**config.mk**
```make
export PLATFORM = sky130hd
export DESIGN_NAME = adc_result_latch
export DESIGN_NICKNAME = d
export VERILOG_FILES = /design/src/rtl/adc_result_pkg.sv /design/src/rtl/result_hold.sv /design/src/rtl/result_align.sv /design/src/rtl/read_select.sv /design/src/rtl/adc_result_latch.sv
export SDC_FILE = /design/constraint.sdc
export NUM_CORES = 1
export LEC_CHECK = 0
export BUFFER_PORTS_ARGS = -buffer_cell sky130_fd_sc_hd__clkbuf_2
export CORE_UTILIZATION = 40
export DETAILED_ROUTE_END_ITERATION = 16
export GPL_TIMING_DRIVEN = 0
export MAX_ROUTING_LAYER = met4
export PLACE_DENSITY = 0.69
export SYNTH_ARGS = -nofsm -noshare
export SYNTH_HDL_FRONTEND = slang
export SYNTH_SLANG_ARGS = --single-unit
```
**constraint.sdc**
```tcl
create_clock -name clk -period 1.1 [get_ports clk]
set_input_delay 0.22 -clock clk [delete_from_list [all_inputs] [get_ports clk]]
set_output_delay 0.22 -clock clk [all_outputs]
set_load 0.01 [all_outputs]
```
**src/rtl/adc_result_pkg.sv**
```systemverilog
package adc_result_pkg;
  typedef enum logic [1:0] {
    SEL_LOW  = 2'd0,
    SEL_HIGH = 2'd1,
    SEL_STAT = 2'd2,
    SEL_NONE = 2'd3
  } byte_sel_e;
endpackage

```
**src/rtl/result_hold.sv**
```systemverilog
module result_hold #(
  parameter int DATA_W = 10
) (
  input  logic              clk,
  input  logic              rst,
  input  logic              in_valid,
  input  logic [DATA_W-1:0] in_data,
  input  logic              rd_low,
  input  logic              rd_high,
  input  logic              rd_stat,
  output logic [DATA_W-1:0] word_q,
  output logic              held_q,
  output logic              lost_q
);
  logic accept;
  logic drop;

  // A lower-byte read takes effect before a result in the same cycle.
  // An upper-byte read releases the hold before a result in the same cycle.
  assign accept = in_valid && !rd_low && (!held_q || rd_high);
  assign drop   = in_valid && !accept;

  always_ff @(posedge clk) begin
    if (rst) begin
      word_q <= '0;
      held_q <= 1'b0;
      lost_q <= 1'b0;
    end else begin
      if (accept) word_q <= in_data;
      if (rd_low)       held_q <= 1'b1;
      else if (rd_high) held_q <= 1'b0;
      if (drop)         lost_q <= 1'b1;
      else if (rd_stat) lost_q <= 1'b0;
    end
  end


  held_keep_chk: assert property (@(posedge clk) disable iff (rst)
    (held_q && in_valid && !rd_high) |=> $stable(word_q));

  low_sets_hold_chk: assert property (@(posedge clk) disable iff (rst)
    rd_low |=> held_q);

  high_clears_hold_chk: assert property (@(posedge clk) disable iff (rst)
    (rd_high && !rd_low) |=> !held_q);

  free_load_chk: assert property (@(posedge clk) disable iff (rst)
    (in_valid && !held_q && !rd_low) |=> (word_q == $past(in_data)));

  release_load_chk: assert property (@(posedge clk) disable iff (rst)
    (in_valid && rd_high && !rd_low) |=> (word_q == $past(in_data)));

  lost_set_chk: assert property (@(posedge clk) disable iff (rst)
    (in_valid && !rd_high && (held_q || rd_low)) |=> lost_q);
endmodule

```
**src/rtl/result_align.sv**
```systemverilog
module result_align #(
  parameter int DATA_W = 10,
  parameter int BYTE_W = 8
) (
  input  logic [DATA_W-1:0] word,
  input  logic              left,
  output logic [BYTE_W-1:0] high_byte,
  output logic [BYTE_W-1:0] low_byte
);
  localparam int PAIR_W = 2 * BYTE_W;
  localparam int PAD_W  = PAIR_W - DATA_W;

  logic [PAIR_W-1:0] pair_right;
  logic [PAIR_W-1:0] pair_left;
  logic [PAIR_W-1:0] pair;

  assign pair_right = {{PAD_W{1'b0}}, word};
  assign pair_left  = {word, {PAD_W{1'b0}}};
  assign pair       = left ? pair_left : pair_right;
  assign high_byte  = pair[PAIR_W-1:BYTE_W];
  assign low_byte   = pair[BYTE_W-1:0];
endmodule

```
**src/rtl/read_select.sv**
```systemverilog
module read_select
  import adc_result_pkg::*;
#(
  parameter int BYTE_W = 8
) (
  input  logic              rd_en,
  input  logic [1:0]        rd_addr,
  input  logic [BYTE_W-1:0] high_byte,
  input  logic [BYTE_W-1:0] low_byte,
  input  logic              held,
  input  logic              lost,
  output logic [BYTE_W-1:0] rd_data,
  output logic              rd_low,
  output logic              rd_high,
  output logic              rd_stat
);
  byte_sel_e sel;
  assign sel     = byte_sel_e'(rd_addr);
  assign rd_low  = rd_en && (sel == SEL_LOW);
  assign rd_high = rd_en && (sel == SEL_HIGH);
  assign rd_stat = rd_en && (sel == SEL_STAT);

  always_comb begin
    rd_data = '0;
    if (rd_en) begin
      unique case (sel)
        SEL_LOW:  rd_data = low_byte;
        SEL_HIGH: rd_data = high_byte;
        SEL_STAT: rd_data = {{(BYTE_W-2){1'b0}}, held, lost};
        SEL_NONE: rd_data = '0;
      endcase
    end
  end
endmodule

```
**src/rtl/adc_result_latch.sv**
```systemverilog
module adc_result_latch #(
  parameter int DATA_W = 10,
  parameter int BYTE_W = 8
) (
  input  logic              clk,
  input  logic              rst,
  input  logic              res_valid,
  input  logic [DATA_W-1:0] res_data,
  input  logic              left_align,
  input  logic              rd_en,
  input  logic [1:0]        rd_addr,
  output logic [BYTE_W-1:0] rd_data
);
  localparam int HIGH_USED = DATA_W - BYTE_W;

  logic [DATA_W-1:0] word_q;
  logic              held_q;
  logic              lost_q;
  logic [BYTE_W-1:0] high_byte;
  logic [BYTE_W-1:0] low_byte;
  logic              rd_low;
  logic              rd_high;
  logic              rd_stat;

  result_hold #(.DATA_W(DATA_W)) hold_i (
    .clk(clk), .rst(rst), .in_valid(res_valid), .in_data(res_data),
    .rd_low(rd_low), .rd_high(rd_high), .rd_stat(rd_stat),
    .word_q(word_q), .held_q(held_q), .lost_q(lost_q)
  );

  result_align #(.DATA_W(DATA_W), .BYTE_W(BYTE_W)) align_i (
    .word(word_q), .left(left_align),
    .high_byte(high_byte), .low_byte(low_byte)
  );

  read_select #(.BYTE_W(BYTE_W)) sel_i (
    .rd_en(rd_en), .rd_addr(rd_addr),
    .high_byte(high_byte), .low_byte(low_byte),
    .held(held_q), .lost(lost_q),
    .rd_data(rd_data), .rd_low(rd_low), .rd_high(rd_high), .rd_stat(rd_stat)
  );


  right_pad_chk: assert property (@(posedge clk) disable iff (rst)
    (rd_en && rd_addr == 2'd1 && !left_align) |-> (rd_data[BYTE_W-1:HIGH_USED] == '0));

  idle_zero_chk: assert property (@(posedge clk) disable iff (rst)
    (!rd_en || rd_addr == 2'd3) |-> (rd_data == '0));

  stat_pad_chk: assert property (@(posedge clk) disable iff (rst)
    (rd_en && rd_addr == 2'd2) |-> (rd_data[BYTE_W-1:2] == '0));
endmodule

```
[Word-level counts from Yosys, hierarchy flattened]
Index checks and enable logic that the tools add are counted.
Word-level totals
  register bits: 12
  bits of input ports: 17
  output and inout port bits: 8
Operators by class
  eq/ne operators: 3
  mux-type cells: 7
  reduce and logical (&&, ||, !) cells: 13
Operators with widths (number)
  8-bit case mux with 4 select lines: 1
  16-bit 2-to-1 mux: 1
  8-bit 2-to-1 mux: 1
  1-bit logical AND: 6
  2-bit equality test, second input constant: 2
  1-bit 2-to-1 mux: 4
  2-bit nonzero test: 2
  1-bit logical NOT: 3
  2-bit by 1-bit equality test with 1-bit output, second input constant: 1
  2-bit logical NOT: 1
  1-bit logical OR: 1

[Logic depth before layout (Yosys ltp)]
  depth in word-level cells: 8
  depth in mapped cells: 5

[Hierarchy]
From an unflattened synthesis, not the netlist that was laid out.
Unflattened totals
  cell total of the unflattened synthesis: 97
  area, all modules: 872.1 um^2
By module, submodules not included
  result_hold: instances 1, cells an instance 52, area each 534.3 um^2, seq. area each 240.2 um^2
  read_select: instances 1, cells an instance 27, area each 180.2 um^2, seq. area each 0.0 um^2
  result_align: instances 1, cells an instance 18, area each 157.7 um^2, seq. area each 0.0 um^2

[Least setup slack after synthesis]
Ideal clock, no wire load.
  path kind: input -> output
  from: input port rd_addr[0]
  to: output port rd_data[0]
  arrival time: 1071 ps
  data required time: 880 ps
  slack: -191 ps
  stages on the path: 4
  buffers on the path: 1
  cells stage by stage: buf_2 > and2_1 > a21oi_1 > a221oi_1
On the way
  cells in the longest elaborated chain, start to end: 3
  elaborated cells on any way between the ends: 6
  those cells by class: 3 x eq/ne; 2 x mux; 1 x reduce/logical
RTL lines
  from (decl): line adc_result_latch.sv:11  | input logic [1:0] rd_addr,
  2-bit equality test, or another cell as far along: line read_select.sv:26  | unique case (sel)
  8-bit case mux with 4 select lines (*): line read_select.sv:26
  8-bit 2-to-1 mux (*): line read_select.sv:25  | if (rd_en) begin
  to (decl): line adc_result_latch.sv:12  | output logic [BYTE_W-1:0] rd_data
Mark *: on every way between the ends. The rest lies on a longest branch, timed or not.

[Final worst setup path]
  from: register hold_i.word_q[0]
  to: output port rd_data[6]
On the way
  cells in the longest elaborated chain, start to end: 3
RTL lines
  from (decl): line result_hold.sv:11  | output logic [DATA_W-1:0] word_q,
  from (signal assigned): line result_hold.sv:29  | if (accept) word_q <= in_data;
  16-bit 2-to-1 mux: line result_align.sv:19  | assign pair = left ? pair_left : pair_right;
  8-bit case mux with 4 select lines: line read_select.sv:26
  8-bit 2-to-1 mux: line read_select.sv:25
No other way between the ends.

==> flow_metrics.py <==
metrics = {
    "timing": {
        "tightest_slew_ps": 445.9,
        "worst_clock_skew_ps": 0.7568,
        "fin_ws_ps": -357.4,
        "finalHoldViolCount": 0,
        "period_minus_slack_ps": 1457,
        "fmax_ghz": 0.6862,
        "period_share": 1.325,
        "slew-limit-headroom": 0.7027,
        "maxSlewViolCount": 0,
        "rsz0062_at_grt": "yes",
        "setup_viol_count_final": 8,
    },
    "place": {
        "portBuffers": 23,
        "hpwl_mm": 1.132,
        "gp_congestion": 0.7778,
    },
    "global_route": {
        "grt_pass1_vias": 565,
        "grt_util_all_layers": 0.1815,
        "antenna_found_initial": 0,
        "grt_pass1_wl_mm": 2.435,
        "grt_max_degree": 11,
        "gr-total-overflow": 0,
    },
    "layout": {
        "nets": 129,
        "syn2layout_area_growth_pct": 38.77,
        "drive_gt1_frac": 0.4865,
        "n_antenna_cell": 0,
        "fin_util": 0.6148,
    },
    "setup_path": {
        "criticalPathCategory": "flip-flop to output port",
        "critPathSlowestCell": "dfxtp_2",
        "crit_path_start_kind": "flip-flop",
        "crit_fanout": 2,
        "r2r-end": "hold_i.word_q[1]",
        "crit_arrival_ps": 1240,
        "slowest_delay_ps": 320,
        "cp_num_buf_inv": 1,
        "crit_family": "flip-flops",
        "rrSetupSlack_ps": 60,
        "crit_chain": "mux2_4, a22oi_2, nor2_1, clkbuf_2",
        "timing.rr.start": "hold_i.held_q",
        "ff2ff_path_depth": 3,
        "cp_data_required_time_ps": 880,
        "endpoint_kind": "output port",
    },
    "yosys": {
        "syn_avg_cell_area_um2": 8.222,
        "ys_types": 23,
        "synth_area_um2": 690.7,
        "ys_ff_latch": 12,
        "synth.area.top_cells": "dfxtp_1, mux2i_1, nand2_1",
        "yosysTopAreaCellShare": 0.3478,
        "syn_inst": 84,
        "synth_edf_count": 0,
        "ys.flop_type": "dfxtp_1",
        "seq_area_frac_synth": 0.3478,
        "synthArstFlopShare": 0,
        "synth.net_count": 101,
        "synth_top_cell_by_area": "dfxtp_1",
        "synth_warnings": 0,
    },
    "detailed_routing": {
        "wire_per_inst_um": 12.59,
        "ant_nets": 0,
        "drt-initial-drc-count": 16,
        "dr_total_vias": 670,
        "drc": 2,
        "drtPass1Iterations": 10,
        "highest_layer": "met4",
        "wl_met3_um": 79,
        "met1_length_um": 767,
        "finalWirelength_mm": 1.599,
        "vias_per_cell": 5.276,
        "route.met2.wl_um": 719,
    },
    "clocking": {
        "cts_root_buffer": "clkbuf_4",
        "clkTransAtPathRegs_ps": 80,
        "cts_setup_buffers": 0,
        "h-tree-depth": 1,
        "cts.sinks": 12,
        "numCtsBuffers": 3,
        "clock_latency_ps": 280,
        "cts_tree": "built",
        "cts_max_path_buffers": 2,
    },
    "floorplan": {
        "ios": 25,
        "initial_core_util": 0.4430,
        "die_area_mm2": 0.001897,
        "die_y_um": 43.56,
        "coreArea_mm2": 0.001559,
        "rows": 14,
        "die_w_um": 43.56,
    },
    "power_and_ir_drop": {
        "leakagePower_uw": 0.0004373,
        "power_per_cell_area_mw_per_mm2": 1135,
        "peakVddDrop_mv": 0.7453,
        "total_power_uw": 1088,
    },
    "job": {
        "maxCapViolCount": 0,
    },
    "min_path": {
        "holdPathEnd": "hold_i.held_q",
        "worstHoldStart": "rst",
        "hp-class": "primary input to flip-flop",
        "hold_depth": 2,
    },
    "run_status": {
        "status": "complete, but fails checks",
        "violations": "DRC, setup timing",
    },
}
[metrics by stage]
stage	setup TNS [ps]	hold WS [ps]	setup WS [ps]	cells	instance area, µm²
after CTS	-1921	118.7	-362.4	127	913.4
after global placement	-3483	416.8	-217.8	123	848.3
final	-1576	111.8	-357.4	127	958.4
after floorplan	-30.97	304.4	-30.97	84	713.2
after global routing	-2068	104.0	-439.7	127	958.4
after detailed placement	-4043	416.1	-274.3	123	848.3
[final cells by class]
| cell class | count | area (µm²) |
|---|---|---|
| plain buffers | 4 | 33.78 |
| inverters | 5 | 18.77 |
| well taps | 16 | 20.02 |
| clock buffers | 4 | 36.28 |
| multi-input cells | 62 | 467.9 |
| repair buffers | 24 | 128.9 |
| flip-flops and latches | 12 | 252.7 |
| fillers | 141 | 600.6 |
[report_power, final]
group / internal, µW / leakage (µW) / total (µW) / switching [µW]
clock: 202 / 0.0000210 / 360 / 159
combinational: 117 / 0.000314 / 230 / 113
sequential: 471 / 0.000103 / 497 / 25.9
[cell usage after synthesis (all sizes together), types with 2 or more instances]
master  count
inv         5
nand2      21
dfxtp      12
clkbuf      2
buf         3
mux2i      11
a22oi       6
nand2b      2
a211oi      3
mux2        2
nor2        7
[cells in the final DEF, fill, tap and decap left out]
cell type | synthesis | routed
clkbuf_1 | 2 | 2
a211oi_1 | 2 | 2
buf_6 | 2 | 2
a21boi_0 | 1 | 1
nand2_1 | 21 | 21
nor3b_1 | 1 | 1
and3b_2 | 1 | 1
a221oi_2 | 0 | 1
mux2_4 | 0 | 2
mux2i_1 | 11 | 11
o31ai_1 | 1 | 1
nand2b_4 | 0 | 2
a211oi_4 | 0 | 1
nand3_1 | 1 | 1
dfxtp_2 | 0 | 10
buf_8 | 0 | 1
a32o_1 | 1 | 1
nor2_1 | 7 | 6
nor2_4 | 0 | 1
nor2b_1 | 1 | 1
clkbuf_4 | 0 | 3
buf_2 | 1 | 4
buf_4 | 0 | 1
a21oi_1 | 1 | 1
and2_4 | 0 | 1
clkbuf_2 | 0 | 18
dfxtp_1 | 12 | 2
clkbuf_8 | 0 | 1
a22oi_2 | 0 | 5
a22oi_1 | 6 | 1
inv_1 | 5 | 5
[registers in the layout, summed over array words and instances, names as in the netlist]
register       cells
hold_i.held_q      1
hold_i.lost_q      1
hold_i.word_q     10
[routing by layer]
metal,track usage,vias to the layer above
li1,-,342
met1,0.2211,306
met2,0.2716,17
met3,0.03750,5
met4,0.1125,0
met5,-,-
[timing repair]
item                       CTS  global route
pin swaps                    4             4
gates resized for setup      9            22
setup endpoints to repair    8            17
hold buffers                 0             0
cloned                       0             1
[logic make-up (layout without fill, tap and decap cells)]
family / Yosys count / in the layout / synth area share
buf+inv: 10 / 37 / 0.07790
mux: 13 / 13 / 0.1920
simple gates: 35 / 35 / 0.2210
flops: 12 / 12 / 0.3478
compound gates: 14 / 14 / 0.1612
[worst max-delay path by stage]
stage	endpoint	depth (start not counted)	start
floorplan	rd_data[0]	4	rd_addr[0]
global placement	hold_i.word_q[7]	6	rd_addr[1]
detailed placement	hold_i.word_q[1]	6	rd_addr[1]
CTS	rd_data[0]	4	hold_i.word_q[8]
global route	rd_data[0]	4	hold_i.word_q[8]
finish	rd_data[6]	4	hold_i.word_q[0]
No activity file was read; power rests on OpenSTA's default activity.
